`src/rtl/fpm_pkg.sv`:
```
`timescale 1ns/1ps
package fpm_pkg;
  typedef enum logic [1:0] {
    FCL_ZERO = 2'd0,
    FCL_NORM = 2'd1,
    FCL_INF  = 2'd2,
    FCL_NAN  = 2'd3
  } fcl_e;
endpackage

```
`src/rtl/fpm_unpack.sv`:
```
`timescale 1ns/1ps
module fpm_unpack #(
  parameter int EXP_W  = 8,
  parameter int FRAC_W = 23,
  localparam int W = 1 + EXP_W + FRAC_W
) (
  input  logic [W-1:0]      op,
  output logic              sgn,
  output logic [EXP_W-1:0]  bexp,
  output logic [FRAC_W:0]   sig,
  output fpm_pkg::fcl_e     cls
);
  logic [FRAC_W-1:0] frac;

  assign sgn  = op[W-1];
  assign bexp = op[W-2 -: EXP_W];
  assign frac = op[FRAC_W-1:0];
  assign sig  = {1'b1, frac};

  always_comb begin
    if (&bexp)       cls = (|frac) ? fpm_pkg::FCL_NAN : fpm_pkg::FCL_INF;
    else if (~|bexp) cls = fpm_pkg::FCL_ZERO;
    else             cls = fpm_pkg::FCL_NORM;
  end
endmodule

```
`src/rtl/fpm_norm_round.sv`:
```
`timescale 1ns/1ps
module fpm_norm_round #(
  parameter int EXP_W  = 8,
  parameter int FRAC_W = 23,
  localparam int M  = FRAC_W + 1,
  localparam int PW = 2 * M,
  localparam int XW = EXP_W + 2
) (
  input  logic [M-1:0]          sig_a,
  input  logic [M-1:0]          sig_b,
  input  logic signed [XW-1:0]  exp_in,
  output logic [FRAC_W-1:0]     frac_out,
  output logic signed [XW-1:0]  exp_out
);
  logic [PW-1:0]        prod;
  logic                 hi;
  logic [M-1:0]         mant;
  logic                 g_bit, r_bit, s_bit, inc;
  logic [M:0]           rsum;
  logic                 cy;
  logic signed [XW-1:0] bump;

  assign prod = PW'(sig_a) * PW'(sig_b);
  assign hi   = prod[PW-1];

  always_comb begin
    if (hi) begin
      mant  = prod[PW-1 -: M];
      g_bit = prod[M-1];
      r_bit = prod[M-2];
      s_bit = |prod[M-3:0];
    end else begin
      mant  = prod[PW-2 -: M];
      g_bit = prod[M-2];
      r_bit = prod[M-3];
      s_bit = |prod[M-4:0];
    end
  end

  assign inc      = g_bit & (r_bit | s_bit | mant[0]);
  assign rsum     = {1'b0, mant} + (M+1)'(inc);
  assign cy       = rsum[M];
  assign frac_out = cy ? '0 : rsum[FRAC_W-1:0];
  assign bump     = XW'(hi) + XW'(cy);
  assign exp_out  = exp_in + bump;
endmodule

```
`src/rtl/fp32_mul.sv`:
```
`timescale 1ns/1ps
module fp32_mul #(
  parameter int EXP_W   = 8,
  parameter int FRAC_W  = 23,
  parameter bit OUT_REG = 1'b1,
  localparam int W = 1 + EXP_W + FRAC_W
) (
  input  logic         clk,
  input  logic         rst_n,
  input  logic         in_valid,
  output logic         in_ready,
  input  logic [W-1:0] in_a,
  input  logic [W-1:0] in_b,
  output logic         out_valid,
  input  logic         out_ready,
  output logic [W-1:0] out_result,
  output logic         out_ovf,
  output logic         out_unf
);
  import fpm_pkg::*;

  localparam int XW = EXP_W + 2;
  localparam logic signed [XW-1:0] BIAS = XW'(2**(EXP_W-1) - 1);
  localparam logic signed [XW-1:0] EMAX = XW'(2**EXP_W - 1);
  localparam logic [W-1:0] QNAN = {1'b0, {EXP_W{1'b1}}, 1'b1, {(FRAC_W-1){1'b0}}};

  logic [W-1:0]      opnd [2];
  logic              sgn  [2];
  logic [EXP_W-1:0]  bexp [2];
  logic [FRAC_W:0]   sig  [2];
  fcl_e              cls  [2];

  assign opnd[0] = in_a;
  assign opnd[1] = in_b;

  for (genvar i = 0; i < 2; i++) begin : g_unp
    fpm_unpack #(.EXP_W(EXP_W), .FRAC_W(FRAC_W)) u_unp (
      .op(opnd[i]), .sgn(sgn[i]), .bexp(bexp[i]), .sig(sig[i]), .cls(cls[i])
    );
  end

  logic signed [XW-1:0] ea_s, eb_s, esum, efin;
  logic [FRAC_W-1:0]    frac_r;

  assign ea_s = XW'(bexp[0]);
  assign eb_s = XW'(bexp[1]);
  assign esum = ea_s + eb_s - BIAS;

  fpm_norm_round #(.EXP_W(EXP_W), .FRAC_W(FRAC_W)) u_nr (
    .sig_a(sig[0]), .sig_b(sig[1]), .exp_in(esum),
    .frac_out(frac_r), .exp_out(efin)
  );

  logic         psgn;
  logic [W-1:0] c_res;
  logic         c_ovf, c_unf;
  logic         any_nan, any_inf, any_zero;

  assign psgn     = sgn[0] ^ sgn[1];
  assign any_nan  = (cls[0] == FCL_NAN)  || (cls[1] == FCL_NAN);
  assign any_inf  = (cls[0] == FCL_INF)  || (cls[1] == FCL_INF);
  assign any_zero = (cls[0] == FCL_ZERO) || (cls[1] == FCL_ZERO);

  always_comb begin
    c_ovf = 1'b0;
    c_unf = 1'b0;
    if (any_nan || (any_inf && any_zero)) begin
      c_res = QNAN;
    end else if (any_inf) begin
      c_res = {psgn, {EXP_W{1'b1}}, {FRAC_W{1'b0}}};
    end else if (any_zero) begin
      c_res = {psgn, {(W-1){1'b0}}};
    end else if (efin >= EMAX) begin
      c_res = {psgn, {EXP_W{1'b1}}, {FRAC_W{1'b0}}};
      c_ovf = 1'b1;
    end else if (efin <= 0) begin
      c_res = {psgn, {(W-1){1'b0}}};
      c_unf = 1'b1;
    end else begin
      c_res = {psgn, efin[EXP_W-1:0], frac_r};
    end
  end

  if (OUT_REG) begin : g_reg
    assign in_ready = !out_valid || out_ready;
    always_ff @(posedge clk or negedge rst_n) begin
      if (!rst_n) begin
        out_valid  <= 1'b0;
        out_result <= '0;
        out_ovf    <= 1'b0;
        out_unf    <= 1'b0;
      end else if (in_ready) begin
        out_valid <= in_valid;
        if (in_valid) begin
          out_result <= c_res;
          out_ovf    <= c_ovf;
          out_unf    <= c_unf;
        end
      end
    end
  end else begin : g_comb
    assign in_ready   = out_ready;
    assign out_valid  = in_valid;
    assign out_result = c_res;
    assign out_ovf    = c_ovf;
    assign out_unf    = c_unf;
  end
endmodule

```
`config.mk`:
```
export PLATFORM = sky130hd
export DESIGN_NAME = fp32_mul
export DESIGN_NICKNAME = d
export VERILOG_FILES = /design/src/rtl/fpm_pkg.sv /design/src/rtl/fpm_unpack.sv /design/src/rtl/fpm_norm_round.sv /design/src/rtl/fp32_mul.sv
export SDC_FILE = /design/constraint.sdc
export NUM_CORES = 2
export LEC_CHECK = 0
export BUFFER_PORTS_ARGS = -buffer_cell sky130_fd_sc_hd__buf_2
export CAP_MARGIN = 5
export CORE_MARGIN = 1
export CORE_UTILIZATION = 50
export DETAILED_ROUTE_END_ITERATION = 10
export GPL_TIMING_DRIVEN = 0
export HOLD_SLACK_MARGIN = 0.15
export PLACE_DENSITY = 0.67
export SETUP_SLACK_MARGIN = 0.15
export SLEW_MARGIN = 25
export SYNTH_ARGS = -nofsm -noshare
export SYNTH_HDL_FRONTEND = slang
export SYNTH_HIERARCHICAL = 1
export SYNTH_SLANG_ARGS = --single-unit
```
`constraint.sdc`:
```
create_clock -name clk -period 1.5 [get_ports clk]
set_input_delay 0.15 -clock clk [delete_from_list [all_inputs] [get_ports clk]]
set_output_delay 0.15 -clock clk [all_outputs]
set_load 0.05 [all_outputs]
```
==> results.json <==
{
  "worstSetupEndpointType": "flop",
  "setup_ws_ps": -8020,
  "grt_overflow_total": 0,
  "synth_commonest_cells": "inv_1 (580), fa_1 (484), nand2_1 (425)",
  "root_buffer": "clkbuf_16",
  "drtIter0Drc": 2031,
  "clk_pin_slew_ps": 50,
  "max_slew.worst_pin.slew_ps": 832,
  "vias_per_cell": 5.70,
  "die_w_um": 220,
  "postSynthAreaPerCell_um2": 8.32,
  "io_buffers": 101,
  "finalNetCount": 3899,
  "num_io_pins": 104,
  "synth_ff_type": "dfrtp_1",
  "cts_inserted_buffers": 5,
  "async_flop_share": 1.00,
  "hold_depth": 3,
  "die_h_um": 220,
  "routedWlPerCell_um": 23.3,
  "antenna_found_initial": 0,
  "outcome": "finished with violations",
  "postSynthCellCount": 2863,
  "rr_worst_depth": 5,
  "post-dp-hpwl_mm": 68.3,
  "cts.sinks": 35,
  "r2r-start": "out_valid$_DFFE_PN0N_",
  "clock.fmax_ghz": 0.105,
  "initial_core_util": 0.510,
  "hold_path_startpoint": "out_ready",
  "fin_util": 0.644,
  "ys_ff_latch": 35,
  "hold_viol_final": 0,
  "setup_viol": 34,
  "finalCritPeriodShare": 6.34,
  "placed_cells": 3571,
  "clockBufferDepth": 2,
  "place_ws_ps": -9730,
  "worstSkewPairLatency_ps": 280,
  "yosysUniqueCellTypes": 87,
  "grt_pass1_vias": 21900,
  "drive_above_1_share": 0.237,
  "slew_violations": 0,
  "rsz0062_at_grt": "true",
  "die_area_um2": 48500,
  "worst-path-buf-inv": 11,
  "stdcell_count": 3763,
  "crit_path_frequent_cell": "fa_1",
  "regToRegEndpoint": "out_result[27]$_DFFE_PN0P_",
  "wl_mm": 87.6,
  "cts_tree": "built",
  "grt_pass1_wl_mm": 132,
  "worstHoldPathType": "in2reg",
  "min_to": "out_valid$_DFFE_PN0N_",
  "grt_max_degree": 36,
  "num_vias": 21400,
  "ant_nets": 0,
  "path_class": "in2reg",
  "gp_congestion": 1.04,
  "critical-path-max-stage-delay_ps": 600,
  "synth.largest_area_cell": "fa_1",
  "critPathTopFamily": "adder cells",
  "cp-start-kind": "input port",
  "drt-pass1-iter-count": 9,
  "cap_violations": 0,
  "fillCellCount": 3825,
  "grt_util_all_layers": 0.368,
  "cp_num_cells": 41,
  "cp_slowest_cell": "fa_1",
  "ys_top_cells_by_area": "fa_1 (41%), ha_1 (10%), inv_1 (9.1%)",
  "skew_ps": 2.22,
  "ys.warnings.count": 6,
  "drc": 2,
  "crit_arrival_ps": 9720,
  "rows": 79,
  "failed_checks": "DRC, setup timing",
  "synth_top_area_frac": 0.407,
  "yosys.cell_count.top_type": "inv_1",
  "worstPathMaxFanout": 10,
  "reg2reg_slack_ps": 30,
  "cp_data_required_time_ps": 1710,
  "maxSlewHeadroom": 0.441,
  "core_area_um2": 46800,
  "syn_area_um2": 23800,
  "htree_levels": 2,
  "yosysSeqAreaShare": 0.0368,
  "period_minus_slack_ps": 9520,
  "synth_nets": 3608,
  "synth_edf_count": 0,
  "area_delta_synth_final_pct": 26.4
}
==> layout by cell type, fill, tap and decap left out, types with 30 or more instances in the layout <==
cell type  synthesis  layout
nand2_1          425     407
xnor2_1           42      34
nor2_1            77      75
buf_6              1      50
buf_2             12      99
a21oi_1           85      62
buf_4             67     181
nand4_1           30      30
and2_1           294     270
fa_2               0      40
dfrtp_1           35      34
fa_1             484     444
inv_1            580     551
o21ai_0           76      40
ha_1             193     173
clkbuf_16          0      61
==> worst min-delay path, stage by stage <==
cell and delay [ps]:
buf_2 70, nand2b_2 130, nand2b_1 60
==> metal layers <==
metal / vias to the layer above / global-route usage / wire length [um]
met4: 0 / 0.171 / 5340
met2: 1071 / 0.596 / 40500
met5: - / 0 / 0
met1: 10800 / 0.484 / 34300
met3: 236 / 0.0587 / 7420
li1: 9329 / - / -
==> through the flow <==
step	hold WS, ps	area [um2]	TNS, ps
after global placement	246	25700	-316700
final	168	30100	-262400
after global routing	184	30100	-268920
after CTS	166	28800	-262610
after floorplan	-146	24400	-245800
after detailed placement	254	25700	-320100
==> logic make-up after synthesis <==
kind of cell,after synthesis,share of synthesized area
adder cells (fa/ha/maj),677,0.508
other,2,0.000315
flip-flops,35,0.0368
buffers and inverters,789,0.136
multiplexers,9,0.00383
AO/OA/AOI/OAI,301,0.0834
AND/OR/NAND/NOR,988,0.209
XOR/XNOR,62,0.0228
==> final cells by class <==
type                    instances  area, um2  share of cell area
diodes                          1       2.50           0.0000831
plain buffers                 208       2970              0.0985
clock buffers                   8        156             0.00519
inverters                     581       2190              0.0726
multi-input cells            2039      21000               0.696
flip-flops and latches         35        877              0.0291
well taps                     607        759              0.0252
repair buffers                284       2200              0.0731
==> registers in the layout, summed over array words and instances (netlist names) <==
register / flops
out_result: 32
out_valid: 1
out_ovf: 1
out_unf: 1
==> how the worst max path moves through the flow <==
stage                                       to  slack, ps  startpoint
floorplan           out_result[10]$_DFFE_PN0P_      -7470     in_a[8]
global placement    out_result[12]$_DFFE_PN0P_      -9610    in_b[10]
detailed placement   out_result[5]$_DFFE_PN0P_      -9730    in_b[10]
CTS                  out_result[5]$_DFFE_PN0P_      -8020     in_b[8]
global route         out_result[5]$_DFFE_PN0P_      -8210    in_a[14]
finish               out_result[5]$_DFFE_PN0P_      -8020    in_b[21]
==> timing repair <==
item	in CTS	in global routing
hold endpoints to repair	36	0
gates resized for setup	407	204
setup endpoints to repair	34	34
pin swaps	112	95
cloned	7	3
buffers inserted	113	58
hold buffers	2	0
Power is left out: the tool's default activity adds up to more than one toggle a clock period on the data nets, which glitch-free logic cannot reach.
